File: config.mk
export PLATFORM = sky130hd
export DESIGN_NAME = hostif_serial_slave
export DESIGN_NICKNAME = d
export VERILOG_FILES = /design/src/rtl/hostif_pkg.sv /design/src/rtl/hostif_bit_rx.sv /design/src/rtl/hostif_cmd_fsm.sv /design/src/rtl/hostif_coef_port.sv /design/src/rtl/hostif_tx_mux.sv /design/src/rtl/hostif_serial_slave.sv
export SDC_FILE = /design/constraint.sdc
export NUM_CORES = 1
export LEC_CHECK = 0
export ABC_AREA = 1
export BUFFER_PORTS_ARGS = -buffer_cell sky130_fd_sc_hd__clkbuf_2
export CAP_MARGIN = 20
export CORE_UTILIZATION = 50
export DETAILED_ROUTE_END_ITERATION = 8
export GPL_TIMING_DRIVEN = 1
export PLACE_DENSITY = 0.75
export SKIP_LAST_GASP = 1
export SYNTH_ARGS = -nofsm -noshare
export SYNTH_HDL_FRONTEND = slang
export SYNTH_HIERARCHICAL = 1
export SYNTH_SLANG_ARGS = --single-unit
File: constraint.sdc
create_clock -name clk -period 4.5 [get_ports clk]
set_input_delay 0.225 -clock clk [delete_from_list [all_inputs] [get_ports clk]]
set_output_delay 0.225 -clock clk [all_outputs]
set_load 0.1 [all_outputs]
File: src/rtl/hostif_pkg.sv
package hostif_pkg;

  typedef enum logic [2:0] {
    ST_CMD,
    ST_ADDR_HI,
    ST_ADDR_LO,
    ST_COEF,
    ST_REG_WR,
    ST_REG_RD,
    ST_SKIP
  } hif_state_e;

  localparam int REG_AW    = 5;
  localparam int BURST_MAX = 16;

  // Register index space reachable by the read/write command codes.
  function automatic logic reg_idx_ok(input logic [REG_AW-1:0] idx);
    return (idx <= 5'd13) || ((idx >= 5'd16) && (idx <= 5'd23));
  endfunction

  // Low seven bits of a command byte that address a control register.
  function automatic logic reg_code_ok(input logic [6:0] c);
    return ((c >= 7'h40) && (c <= 7'h4D)) || ((c >= 7'h50) && (c <= 7'h57));
  endfunction

endpackage

File: src/rtl/hostif_bit_rx.sv
module hostif_bit_rx #(
  parameter int SYNC_STAGES = 2
) (
  input  logic       clk,
  input  logic       rst_n,
  input  logic       sclk_i,
  input  logic       sdi_i,
  input  logic       sel_n_i,
  output logic       active_o,
  output logic       bit_stb_o,
  output logic       byte_stb_o,
  output logic [7:0] byte_o,
  output logic       echo_o
);
  localparam int SW = SYNC_STAGES;

  logic [SW-1:0] sclk_s, sdi_s, sel_s;
  logic          sclk_q;
  logic [7:0]    shreg;
  logic [2:0]    bit_cnt;
  logic          bit_now;

  always_ff @(posedge clk or negedge rst_n) begin
    if (!rst_n) begin
      sclk_s <= '0;
      sdi_s  <= '0;
      sel_s  <= '1;
      sclk_q <= 1'b0;
    end else begin
      sclk_s[0] <= sclk_i;
      sdi_s[0]  <= sdi_i;
      sel_s[0]  <= sel_n_i;
      for (int i = 1; i < SW; i++) begin
        sclk_s[i] <= sclk_s[i-1];
        sdi_s[i]  <= sdi_s[i-1];
        sel_s[i]  <= sel_s[i-1];
      end
      sclk_q <= sclk_s[SW-1];
    end
  end

  assign active_o  = ~sel_s[SW-1];
  assign bit_stb_o = active_o & sclk_s[SW-1] & ~sclk_q;
  assign bit_now   = sdi_s[SW-1];

  // One shift register assembles bytes and provides the eight-bit echo delay.
  always_ff @(posedge clk or negedge rst_n) begin
    if (!rst_n) begin
      shreg      <= '0;
      bit_cnt    <= '0;
      byte_stb_o <= 1'b0;
      byte_o     <= '0;
    end else begin
      byte_stb_o <= 1'b0;
      if (!active_o) begin
        shreg   <= '0;
        bit_cnt <= '0;
      end else if (bit_stb_o) begin
        shreg   <= {shreg[6:0], bit_now};
        bit_cnt <= bit_cnt + 3'd1;
        if (bit_cnt == 3'd7) begin
          byte_stb_o <= 1'b1;
          byte_o     <= {shreg[6:0], bit_now};
        end
      end
    end
  end

  assign echo_o = shreg[7];

endmodule

File: src/rtl/hostif_cmd_fsm.sv
module hostif_cmd_fsm
  import hostif_pkg::*;
#(
  parameter int AW = 12,
  parameter int DW = 24
) (
  input  logic              clk,
  input  logic              rst_n,
  input  logic              active_i,
  input  logic              byte_stb_i,
  input  logic [7:0]        byte_i,
  input  logic              busy_i,
  output logic              reg_wr_en_o,
  output logic [REG_AW-1:0] reg_wr_addr_o,
  output logic [7:0]        reg_wr_data_o,
  output logic              reg_rd_en_o,
  output logic [REG_AW-1:0] reg_rd_addr_o,
  output logic              word_stb_o,
  output logic [AW-1:0]     word_addr_o,
  output logic [DW-1:0]     word_data_o
);
  localparam int BPW   = DW / 8;
  localparam int BW    = (BPW > 1) ? $clog2(BPW) : 1;
  localparam int HI_W  = AW - 8;
  localparam int CNT_W = $clog2(BURST_MAX + 1);

  hif_state_e        state;
  logic [REG_AW-1:0] cmd_idx;
  logic [AW-1:0]     addr_q;
  logic [CNT_W-1:0]  left_q;
  logic [BW-1:0]     bcnt_q;
  logic [DW-9:0]     acc_q;
  logic [DW-1:0]     word_next;

  assign word_next = {acc_q, byte_i};

  always_ff @(posedge clk or negedge rst_n) begin
    if (!rst_n) begin
      state         <= ST_CMD;
      cmd_idx       <= '0;
      addr_q        <= '0;
      left_q        <= '0;
      bcnt_q        <= '0;
      acc_q         <= '0;
      reg_wr_en_o   <= 1'b0;
      reg_wr_addr_o <= '0;
      reg_wr_data_o <= '0;
      reg_rd_en_o   <= 1'b0;
      reg_rd_addr_o <= '0;
      word_stb_o    <= 1'b0;
      word_addr_o   <= '0;
      word_data_o   <= '0;
    end else begin
      reg_wr_en_o <= 1'b0;
      reg_rd_en_o <= 1'b0;
      word_stb_o  <= 1'b0;
      if (!active_i) begin
        state  <= ST_CMD;
        bcnt_q <= '0;
      end else if (byte_stb_i) begin
        unique case (state)
          ST_CMD: begin
            cmd_idx <= byte_i[REG_AW-1:0];
            bcnt_q  <= '0;
            if (busy_i) begin
              state <= ST_SKIP;
            end else if (byte_i[7:4] == 4'h8) begin
              left_q <= CNT_W'(byte_i[3:0]) + CNT_W'(1);
              state  <= ST_ADDR_HI;
            end else if (reg_code_ok(byte_i[6:0])) begin
              if (byte_i[7]) begin
                state <= ST_REG_WR;
              end else begin
                state         <= ST_REG_RD;
                reg_rd_en_o   <= 1'b1;
                reg_rd_addr_o <= byte_i[REG_AW-1:0];
              end
            end else begin
              state <= ST_SKIP;
            end
          end
          ST_ADDR_HI: begin
            addr_q[AW-1:8] <= byte_i[HI_W-1:0];
            state          <= ST_ADDR_LO;
          end
          ST_ADDR_LO: begin
            addr_q[7:0] <= byte_i;
            state       <= ST_COEF;
          end
          ST_COEF: begin
            acc_q <= word_next[DW-9:0];
            if (bcnt_q == BW'(BPW - 1)) begin
              bcnt_q      <= '0;
              word_stb_o  <= 1'b1;
              word_addr_o <= addr_q;
              word_data_o <= word_next;
              addr_q      <= addr_q + AW'(1);
              left_q      <= left_q - CNT_W'(1);
              if (left_q == CNT_W'(1)) state <= ST_SKIP;
            end else begin
              bcnt_q <= bcnt_q + BW'(1);
            end
          end
          ST_REG_WR: begin
            reg_wr_en_o   <= 1'b1;
            reg_wr_addr_o <= cmd_idx;
            reg_wr_data_o <= byte_i;
            state         <= ST_SKIP;
          end
          ST_REG_RD: state <= ST_SKIP;
          default:   state <= ST_SKIP;
        endcase
      end
    end
  end

endmodule

File: src/rtl/hostif_coef_port.sv
module hostif_coef_port #(
  parameter int AW = 12,
  parameter int DW = 24
) (
  input  logic          clk,
  input  logic          rst_n,
  input  logic          word_stb_i,
  input  logic [AW-1:0] word_addr_i,
  input  logic [DW-1:0] word_data_i,
  output logic          valid_o,
  input  logic          ready_i,
  output logic [AW-1:0] addr_o,
  output logic [DW-1:0] data_o
);
  // Single holding stage; a word arriving while it is occupied is dropped.
  always_ff @(posedge clk or negedge rst_n) begin
    if (!rst_n) begin
      valid_o <= 1'b0;
      addr_o  <= '0;
      data_o  <= '0;
    end else begin
      if (valid_o && ready_i) valid_o <= 1'b0;
      if (word_stb_i && !valid_o) begin
        valid_o <= 1'b1;
        addr_o  <= word_addr_i;
        data_o  <= word_data_i;
      end
    end
  end

endmodule

File: src/rtl/hostif_tx_mux.sv
module hostif_tx_mux (
  input  logic       clk,
  input  logic       rst_n,
  input  logic       active_i,
  input  logic       bit_stb_i,
  input  logic       rd_req_i,
  input  logic [7:0] rd_data_i,
  input  logic       echo_i,
  output logic       sdo_o
);
  logic       load_q;
  logic [7:0] out_q;
  logic [3:0] left_q;

  always_ff @(posedge clk or negedge rst_n) begin
    if (!rst_n) begin
      load_q <= 1'b0;
      out_q  <= '0;
      left_q <= '0;
    end else begin
      load_q <= rd_req_i & active_i;
      if (!active_i) begin
        left_q <= '0;
      end else if (load_q) begin
        out_q  <= rd_data_i;
        left_q <= 4'd8;
      end else if (bit_stb_i && (left_q != 4'd0)) begin
        out_q  <= {out_q[6:0], 1'b0};
        left_q <= left_q - 4'd1;
      end
    end
  end

  assign sdo_o = (left_q != 4'd0) ? out_q[7] : echo_i;

endmodule

File: src/rtl/hostif_serial_slave.sv
module hostif_serial_slave
  import hostif_pkg::*;
#(
  parameter int AW          = 12,
  parameter int DW          = 24,
  parameter int SYNC_STAGES = 2
) (
  input  logic              clk,
  input  logic              rst_n,
  input  logic              host_sclk,
  input  logic              host_sdi,
  input  logic              host_sel_n,
  output logic              host_sdo,
  output logic              host_rdy,
  output logic              coef_valid,
  input  logic              coef_ready,
  output logic [AW-1:0]     coef_addr,
  output logic [DW-1:0]     coef_data,
  output logic              reg_wr_en,
  output logic [REG_AW-1:0] reg_wr_addr,
  output logic [7:0]        reg_wr_data,
  output logic              reg_rd_en,
  output logic [REG_AW-1:0] reg_rd_addr,
  input  logic [7:0]        reg_rd_data
);
  logic          active, bit_stb, byte_stb, echo;
  logic [7:0]    rx_byte;
  logic          word_stb;
  logic [AW-1:0] word_addr;
  logic [DW-1:0] word_data;

  hostif_bit_rx #(.SYNC_STAGES(SYNC_STAGES)) u_rx (
    .clk(clk), .rst_n(rst_n),
    .sclk_i(host_sclk), .sdi_i(host_sdi), .sel_n_i(host_sel_n),
    .active_o(active), .bit_stb_o(bit_stb), .byte_stb_o(byte_stb),
    .byte_o(rx_byte), .echo_o(echo)
  );

  hostif_cmd_fsm #(.AW(AW), .DW(DW)) u_fsm (
    .clk(clk), .rst_n(rst_n),
    .active_i(active), .byte_stb_i(byte_stb), .byte_i(rx_byte),
    .busy_i(coef_valid),
    .reg_wr_en_o(reg_wr_en), .reg_wr_addr_o(reg_wr_addr), .reg_wr_data_o(reg_wr_data),
    .reg_rd_en_o(reg_rd_en), .reg_rd_addr_o(reg_rd_addr),
    .word_stb_o(word_stb), .word_addr_o(word_addr), .word_data_o(word_data)
  );

  hostif_coef_port #(.AW(AW), .DW(DW)) u_port (
    .clk(clk), .rst_n(rst_n),
    .word_stb_i(word_stb), .word_addr_i(word_addr), .word_data_i(word_data),
    .valid_o(coef_valid), .ready_i(coef_ready),
    .addr_o(coef_addr), .data_o(coef_data)
  );

  hostif_tx_mux u_tx (
    .clk(clk), .rst_n(rst_n),
    .active_i(active), .bit_stb_i(bit_stb),
    .rd_req_i(reg_rd_en), .rd_data_i(reg_rd_data),
    .echo_i(echo), .sdo_o(host_sdo)
  );

  assign host_rdy = ~coef_valid;

endmodule

==> flow_summary.ini, run 1 <==
[floorplan]
die-width_um = 126.9
num_rows = 45
floorplan.core_area_um2 = 15200
dieArea_um2 = 16100
die-height_um = 126.9
initial_utilization = 0.5128
num_io_pins = 73

[global_route]
antenna_violations_before_repair = 0
first_global_vias = 5239
grt_pass1_wl_um = 25640
grt_start_max_net_pins = 114
grt_overflow_total = 0
grt_use_total = 0.2034

[power_and_ir_drop]
power.density_nw_per_um2 = 357.9
power_leakage_uw = 0.004597
ir_worst_vdd_mv = 0.3212

[setup_path]
reg2reg_slack_ps = 1960
regToRegStartpoint = u_rx/sel_s[1]
endpoint = u_fsm/addr_q[5]
rr_worst_depth = 8
critical_path.reg2reg.endpoint = u_fsm/addr_q[5]
startpoint_type = flop
critical_path.startpoint = u_rx/sel_s[1]
path_max_fanout = 40
critical_path_class = flop to flop
required_worst_endpoint_ps = 4860
end_kind = flop
arrival_ps = 2900

[sta]
timing.hold.ws_ps = 55.45
final_hold_violating_endpoints = 0
max_slew_violations = 0
worst_pin_slew_ps = 922.8
timing.final.crit_period_ps = 2541
setup_viol = 0
finalSetupTns_ps = 0
rsz0062_at_grt = no
maxClockFrequency_mhz = 393.5
finalCritPeriodShare = 0.5648
final.setup_skew_ps = 8.172
max-slew-margin-rel = 0.3848

[layout]
final.fill_count = 1353
area.growth.synth_to_final_pct = 13.14
final_layout_size_suffix_gt1_frac = 0.1599
final_net_count = 949
num_antenna_cells = 0
final-instance-count-excl-fill = 1126
finish.utilization = 0.5802

[logic_synthesis]
post_synth_inst_count = 861
synth_edf_count = 0
synthesis.yosys.warnings = 6
syn-num-nets = 885
synthesized_area_per_cell_um2 = 9.055
mappedNetlistArea_um2 = 7796
synth-seq-area-share = 0.5684
synth-main-ff-cell = sky130_fd_sc_hd__dfrtp_1
flop_and_latch_count_out_of_synthesis = 177
synth.lib_cells_used.distinct = 35
async_flop_share = 1.000

[clock_tree]
htreeDepth = 4
number_of_hold_repair_buffers_added_at_the_cts_stage = 5
clk_pin_slew_worst_paths_ps = 70
cts_buffers = 17
ctsResizeCount = 0
numClockSinks = 177
clock_tree_from_tritoncts = built
post_cts_buffers = 0
insertion_delay_ps = 430
clockBufferDepth = 2
clockRootBuffer = sky130_fd_sc_hd__clkbuf_16

[detailed_routing]
drc = 0
ant_nets = 0
wire_per_inst_um = 13.48
vias = 5764
drt-total-wl_um = 15180
drt_first_iter_violations = 477
detail_route.vias_per_cell = 5.119
firstDrtPassIters = 6

[flow_run]
maxCapViolations = 0

[min_path]
hold_depth = 3
min-delay-path-class = primary input to flop

[status]
outcome = completed

[placed_design]
place_hpwl_um = 9933
placed_cells_incl_taps = 1087
number_of_buffers_inserted_by_port_buffering = 72
place.gp.congestion = 0.9126
==> metrics by stage <==
step / total power, µW / area (µm²) / setup WS, ps
floorplan: 1644 / 7796 / 2637
global placement: 1684 / 8119 / 2045
detailed placement: 1685 / 8119 / 1933
CTS: 3192 / 8773 / 1910
global route: 3271 / 8821 / 1689
finish: 3157 / 8821 / 1959
==> area by class of cell <==
| type | instances | area [µm²] | area share |
|---|---|---|---|
| inverter | 70 | 265.3 | 0.03007 |
| sequential | 177 | 4432 | 0.5024 |
| multi-input combinational | 576 | 2790 | 0.3163 |
| clock inverter | 12 | 157.7 | 0.01787 |
| tap | 188 | 235.2 | 0.02667 |
| timing repair buffer | 83 | 494.2 | 0.05603 |
| clock buffer | 20 | 446.7 | 0.05064 |
==> flip-flops by register name, summed over array words and instances, names as in the netlist, 2 cells and up <==
name / cells
u_fsm/word_addr_o: 12
u_fsm/reg_rd_addr_o: 5
u_fsm/acc_q: 16
u_rx/sdi_s: 2
u_rx/sel_s: 2
u_rx/byte_o: 8
u_fsm/bcnt_q: 2
u_tx/out_q: 8
u_fsm/state: 3
u_fsm/word_data_o: 24
u_rx/shreg: 8
u_rx/bit_cnt: 3
u_port/addr_o: 12
u_rx/sclk_s: 2
u_fsm/left_q: 5
u_tx/left_q: 4
u_fsm/cmd_idx: 5
u_fsm/addr_q: 12
u_fsm/reg_wr_data_o: 8
u_port/data_o: 24
u_fsm/reg_wr_addr_o: 5
==> cells in the final DEF, fill, tap and decap left out, types with 9 or more instances in the layout <==
cell type                   instances
sky130_fd_sc_hd__nand2_1          298
sky130_fd_sc_hd__dfrtp_1          175
sky130_fd_sc_hd__o21ai_0           77
sky130_fd_sc_hd__nand3_1           73
sky130_fd_sc_hd__clkbuf_2          71
sky130_fd_sc_hd__inv_1             64
sky130_fd_sc_hd__nor2_1            20
sky130_fd_sc_hd__a21oi_1           20
sky130_fd_sc_hd__clkbuf_16         17
sky130_fd_sc_hd__nand4_1           15
sky130_fd_sc_hd__o21ai_1           13
sky130_fd_sc_hd__o21ai_2           12
sky130_fd_sc_hd__ha_1              10
sky130_fd_sc_hd__nand3_2            9
==> cells by family after synthesis <==
family,Yosys count,synth area share
AO/OA/AOI/OAI,126,0.08763
XOR/XNOR,5,0.005617
adder cells (fa/ha/maj),10,0.01605
buffers and inverters,108,0.07366
flip-flops,177,0.5684
multiplexers,1,0.001284
AND/OR/NAND/NOR,434,0.2473
==> layer usage <==
layer | up-vias | wire length, µm | part of all wire | GRT usage
li1 | 2904 | - | - | -
met1 | 2691 | 7179 | 0.47 | 0.2862
met2 | 153 | 6945 | 0.46 | 0.3028
met3 | 16 | 814 | 0.054 | 0.05947
met4 | 0 | 243 | 0.016 | 0.06793
met5 | - | 0 | 0 | 0
==> where the power goes <==
group / internal, µW / switching [µW] / leakage, µW / total (µW)
clock: 890 / 609 / 0.000275 / 1500
combinational: 14.5 / 44.6 / 0.00191 / 59.1
sequential: 1600 / 3.00 / 0.00241 / 1600
==> cell usage after synthesis, types with 2 or more instances <==
cell / number / area (µm²)
sky130_fd_sc_hd__a21oi_1: 20 / 100.1
sky130_fd_sc_hd__a22oi_1: 2 / 15.01
sky130_fd_sc_hd__buf_12: 3 / 60.06
sky130_fd_sc_hd__buf_2: 13 / 65.06
sky130_fd_sc_hd__buf_4: 4 / 30.03
sky130_fd_sc_hd__buf_6: 10 / 112.6
sky130_fd_sc_hd__clkbuf_1: 6 / 22.52
sky130_fd_sc_hd__dfrtp_1: 175 / 4379
sky130_fd_sc_hd__dfstp_2: 2 / 52.55
sky130_fd_sc_hd__ha_1: 10 / 125.1
sky130_fd_sc_hd__inv_1: 64 / 240.2
sky130_fd_sc_hd__inv_2: 5 / 18.77
sky130_fd_sc_hd__nand2_1: 298 / 1119
sky130_fd_sc_hd__nand2_2: 4 / 25.02
sky130_fd_sc_hd__nand2_4: 2 / 22.52
sky130_fd_sc_hd__nand3_1: 73 / 365.4
sky130_fd_sc_hd__nand3_2: 9 / 90.09
sky130_fd_sc_hd__nand4_1: 15 / 93.84
sky130_fd_sc_hd__nor2_1: 20 / 75.07
sky130_fd_sc_hd__nor2_8: 2 / 40.04
sky130_fd_sc_hd__nor3_1: 6 / 30.03
sky130_fd_sc_hd__o21ai_0: 77 / 385.4
sky130_fd_sc_hd__o21ai_1: 13 / 65.06
sky130_fd_sc_hd__o21ai_2: 12 / 105.1
sky130_fd_sc_hd__o22ai_1: 2 / 12.51
sky130_fd_sc_hd__xor2_1: 5 / 43.79
==> worst min path at each step <==
stage	start	endpoint	slack [ps]
CTS	reg_rd_data[0]	u_tx/out_q[0]	40
global route	reg_rd_data[0]	u_tx/out_q[0]	70
global placement	host_sel_n	u_rx/sel_s[0]	310
floorplan	rst_n	u_fsm/acc_q[0]	-70
finish	reg_rd_data[0]	u_tx/out_q[0]	60
detailed placement	host_sel_n	u_rx/sel_s[0]	320
==> critical path, cell delays in order, from the launching register on <==
cell	delay, ps
sky130_fd_sc_hd__dfstp_2	360
sky130_fd_sc_hd__inv_1	40
sky130_fd_sc_hd__buf_4	360
sky130_fd_sc_hd__nand2_1	290
sky130_fd_sc_hd__inv_1	180
sky130_fd_sc_hd__o21ai_0	120
sky130_fd_sc_hd__a21oi_1	730
sky130_fd_sc_hd__o21ai_0	220
sky130_fd_sc_hd__a21oi_1	170
(Power assumes the default switching activity.)
==> run 2: changes to the inputs <==
==> constraint.sdc (replaced) <==
create_clock -name clk -period 2.5 [get_ports clk]
set_input_delay 0.125 -clock clk [delete_from_list [all_inputs] [get_ports clk]]
set_output_delay 0.125 -clock clk [all_outputs]
set_load 0.1 [all_outputs]
==> flow_summary.ini, run 2 (same netlist as run 1, synthesis figures left out) <==
[sta]
finalSetupTns_ps = 0
max-slew-margin-rel = 0.2984
rsz0062_at_grt = no
timing.final.crit_period_ps = 2180
final.setup.worst_slack_ps = 319.9
maxClockFrequency_mhz = 458.7
final.setup_skew_ps = 12.68
finalCritPeriodShare = 0.8720
max_slew_violations = 0
setup_viol = 0
worst_pin_slew_ps = 1051
timing.hold.ws_ps = 26.86
final_hold_violating_endpoints = 0

[setup_path]
path_max_fanout = 67
critical-path-top-delay-family = buffers and inverters
regToRegStartpoint = u_rx/sel_s[1]
critical_path_class = flop to flop
critical-path-top-cell-by-count = sky130_fd_sc_hd__nor2_8
critical_path.startpoint = u_rx/sel_s[1]
critPathSlowestCell = sky130_fd_sc_hd__inv_2
worst-path-buf-inv = 3
required_worst_endpoint_ps = 2750
startpoint_type = flop
end_kind = flop
cp_cell_sequence = inv_1 > nand2_1 > nor2_8 > inv_4 > nor2_8 > inv_2 > o21ai_0
max_stage_delay_ps = 760
arrival_ps = 2430

[layout]
final-instance-count-excl-fill = 1128
final_layout_size_suffix_gt1_frac = 0.1628
num_antenna_cells = 0
area.growth.synth_to_final_pct = 13.63
finish.utilization = 0.5827
registers_with_the_most_flip_flops = u_fsm/word_data_o (24), u_port/data_o (24), u_fsm/acc_q (16)
mostFrequentLayoutCell = sky130_fd_sc_hd__nand2_1
final_net_count = 952
layout_common_cells = sky130_fd_sc_hd__nand2_1 (298), sky130_fd_sc_hd__dfrtp_1 (175), sky130_fd_sc_hd__o21ai_0 (77)

[clock_tree]
cts_buffers = 17
insertion_delay_ps = 430
htreeDepth = 4
clockRootBuffer = sky130_fd_sc_hd__clkbuf_16
clockBufferDepth = 2
ctsResizeCount = 0
numClockSinks = 177
clk_pin_slew_worst_paths_ps = 60
clock_tree_from_tritoncts = built

[global_route]
globalRouteMet2Util = 0.3106
grt_use_total = 0.2044
antenna_violations_before_repair = 0
grt_overflow_total = 0
grt_pass1_wl_um = 25810
gr-usage-met3 = 0.05314
met1_use_gr = 0.2784
grt-busiest-layer = met2
grt_start_max_net_pins = 69
first_global_vias = 5350

[floorplan]
dieArea_um2 = 16100
floorplan.core_area_um2 = 15200
initial_utilization = 0.5128
die-height_um = 126.9
die-width_um = 126.9
num_io_pins = 73
num_rows = 45

[min_path]
min-delay-path-class = primary input to flop
source_of_the_worst_hold_timing_path = reg_rd_data[6]

[detailed_routing]
drt-total-wl_um = 15390
vias = 5840
drt_first_iter_violations = 415
ant_nets = 0
drc = 0
firstDrtPassIters = 6
detail_route.vias_per_cell = 5.177
wire_per_inst_um = 13.64

[power_and_ir_drop]
ir_worst_vdd_mv = 0.4875
power_leakage_uw = 0.004640
power.density_nw_per_um2 = 654.8

[placed_design]
place.gp.congestion = 0.8835
detailedPlace.worstSlack_ps = 327.1
number_of_buffers_inserted_by_port_buffering = 72
place_hpwl_um = 10380
placed_cells_incl_taps = 1091

[status]
outcome = completed

[flow_run]
maxCapViolations = 0
-- run 2: cell types whose count changed in the layout (fill, tap and decap cells not counted), sizes merged --
cell,change
clkinvlp,-5
dlygate4sd3,+1
bufinv,+1
clkinv,+4
buf,+2
clkbuf,+1
inv,-2
-- run 2: cell type report --
type                            instances  area (µm²)
Tap cell                              188       235.2
Fill cell                            1337        6344
Multi-Input combinational cell        576        2790
Clock buffer                           21       480.5
Clock inverter                         10       156.4
Inverter                               70       265.3
Timing Repair Buffer                   86       499.2
Sequential cell                       177        4432
-- run 2: power breakdown --
group / total [µW] / switching [µW] / internal, µW
Clock: 2820 / 1050 / 1770
Combinational: 106 / 80.0 / 25.6
Sequential: 2880 / 5.49 / 2870
-- run 2: metrics by stage --
stage | power [µW] | cell area, µm²
finish | 5801 | 8859
global route | 5991 | 8859
CTS | 5871 | 8859
detailed placement | 3036 | 8162
global placement | 3035 | 8162
floorplan | 2959 | 7796
-- run 2: what timing repair did --
action / CTS / global route
endpoints found under the hold margin: 61 / 0
hold buffers: 6 / 0
setup buffers: 0 / 0
-- run 2: final timing paths --
path                                         to  slack [ps]  cells past startpoint
hold reg to reg                  u_rx/sclk_s[1]         350                      0
setup reg to reg           u_fsm/word_addr_o[8]         320                      7
hold / removal                    u_tx/out_q[6]          30                      5
min in group asynchronous       u_fsm/addr_q[8]         240                      2
setup / recovery           u_fsm/word_addr_o[8]         320                      7
max in group asynchronous         u_rx/sel_s[1]        1480                      3
-- run 2: layer usage --
metal	vias up	wire length, µm
met5	-	0
met4	0	376
met3	21	772
met2	174	7056
met1	2734	7183
li1	2911	-
-- run 2: worst register-to-register path: stages, from the launching register on --
cell,delay [ps]
sky130_fd_sc_hd__dfstp_2,510
sky130_fd_sc_hd__inv_1,40
sky130_fd_sc_hd__nand2_1,210
sky130_fd_sc_hd__nor2_8,80
sky130_fd_sc_hd__inv_4,120
sky130_fd_sc_hd__nor2_8,50
sky130_fd_sc_hd__inv_2,760
sky130_fd_sc_hd__o21ai_0,230
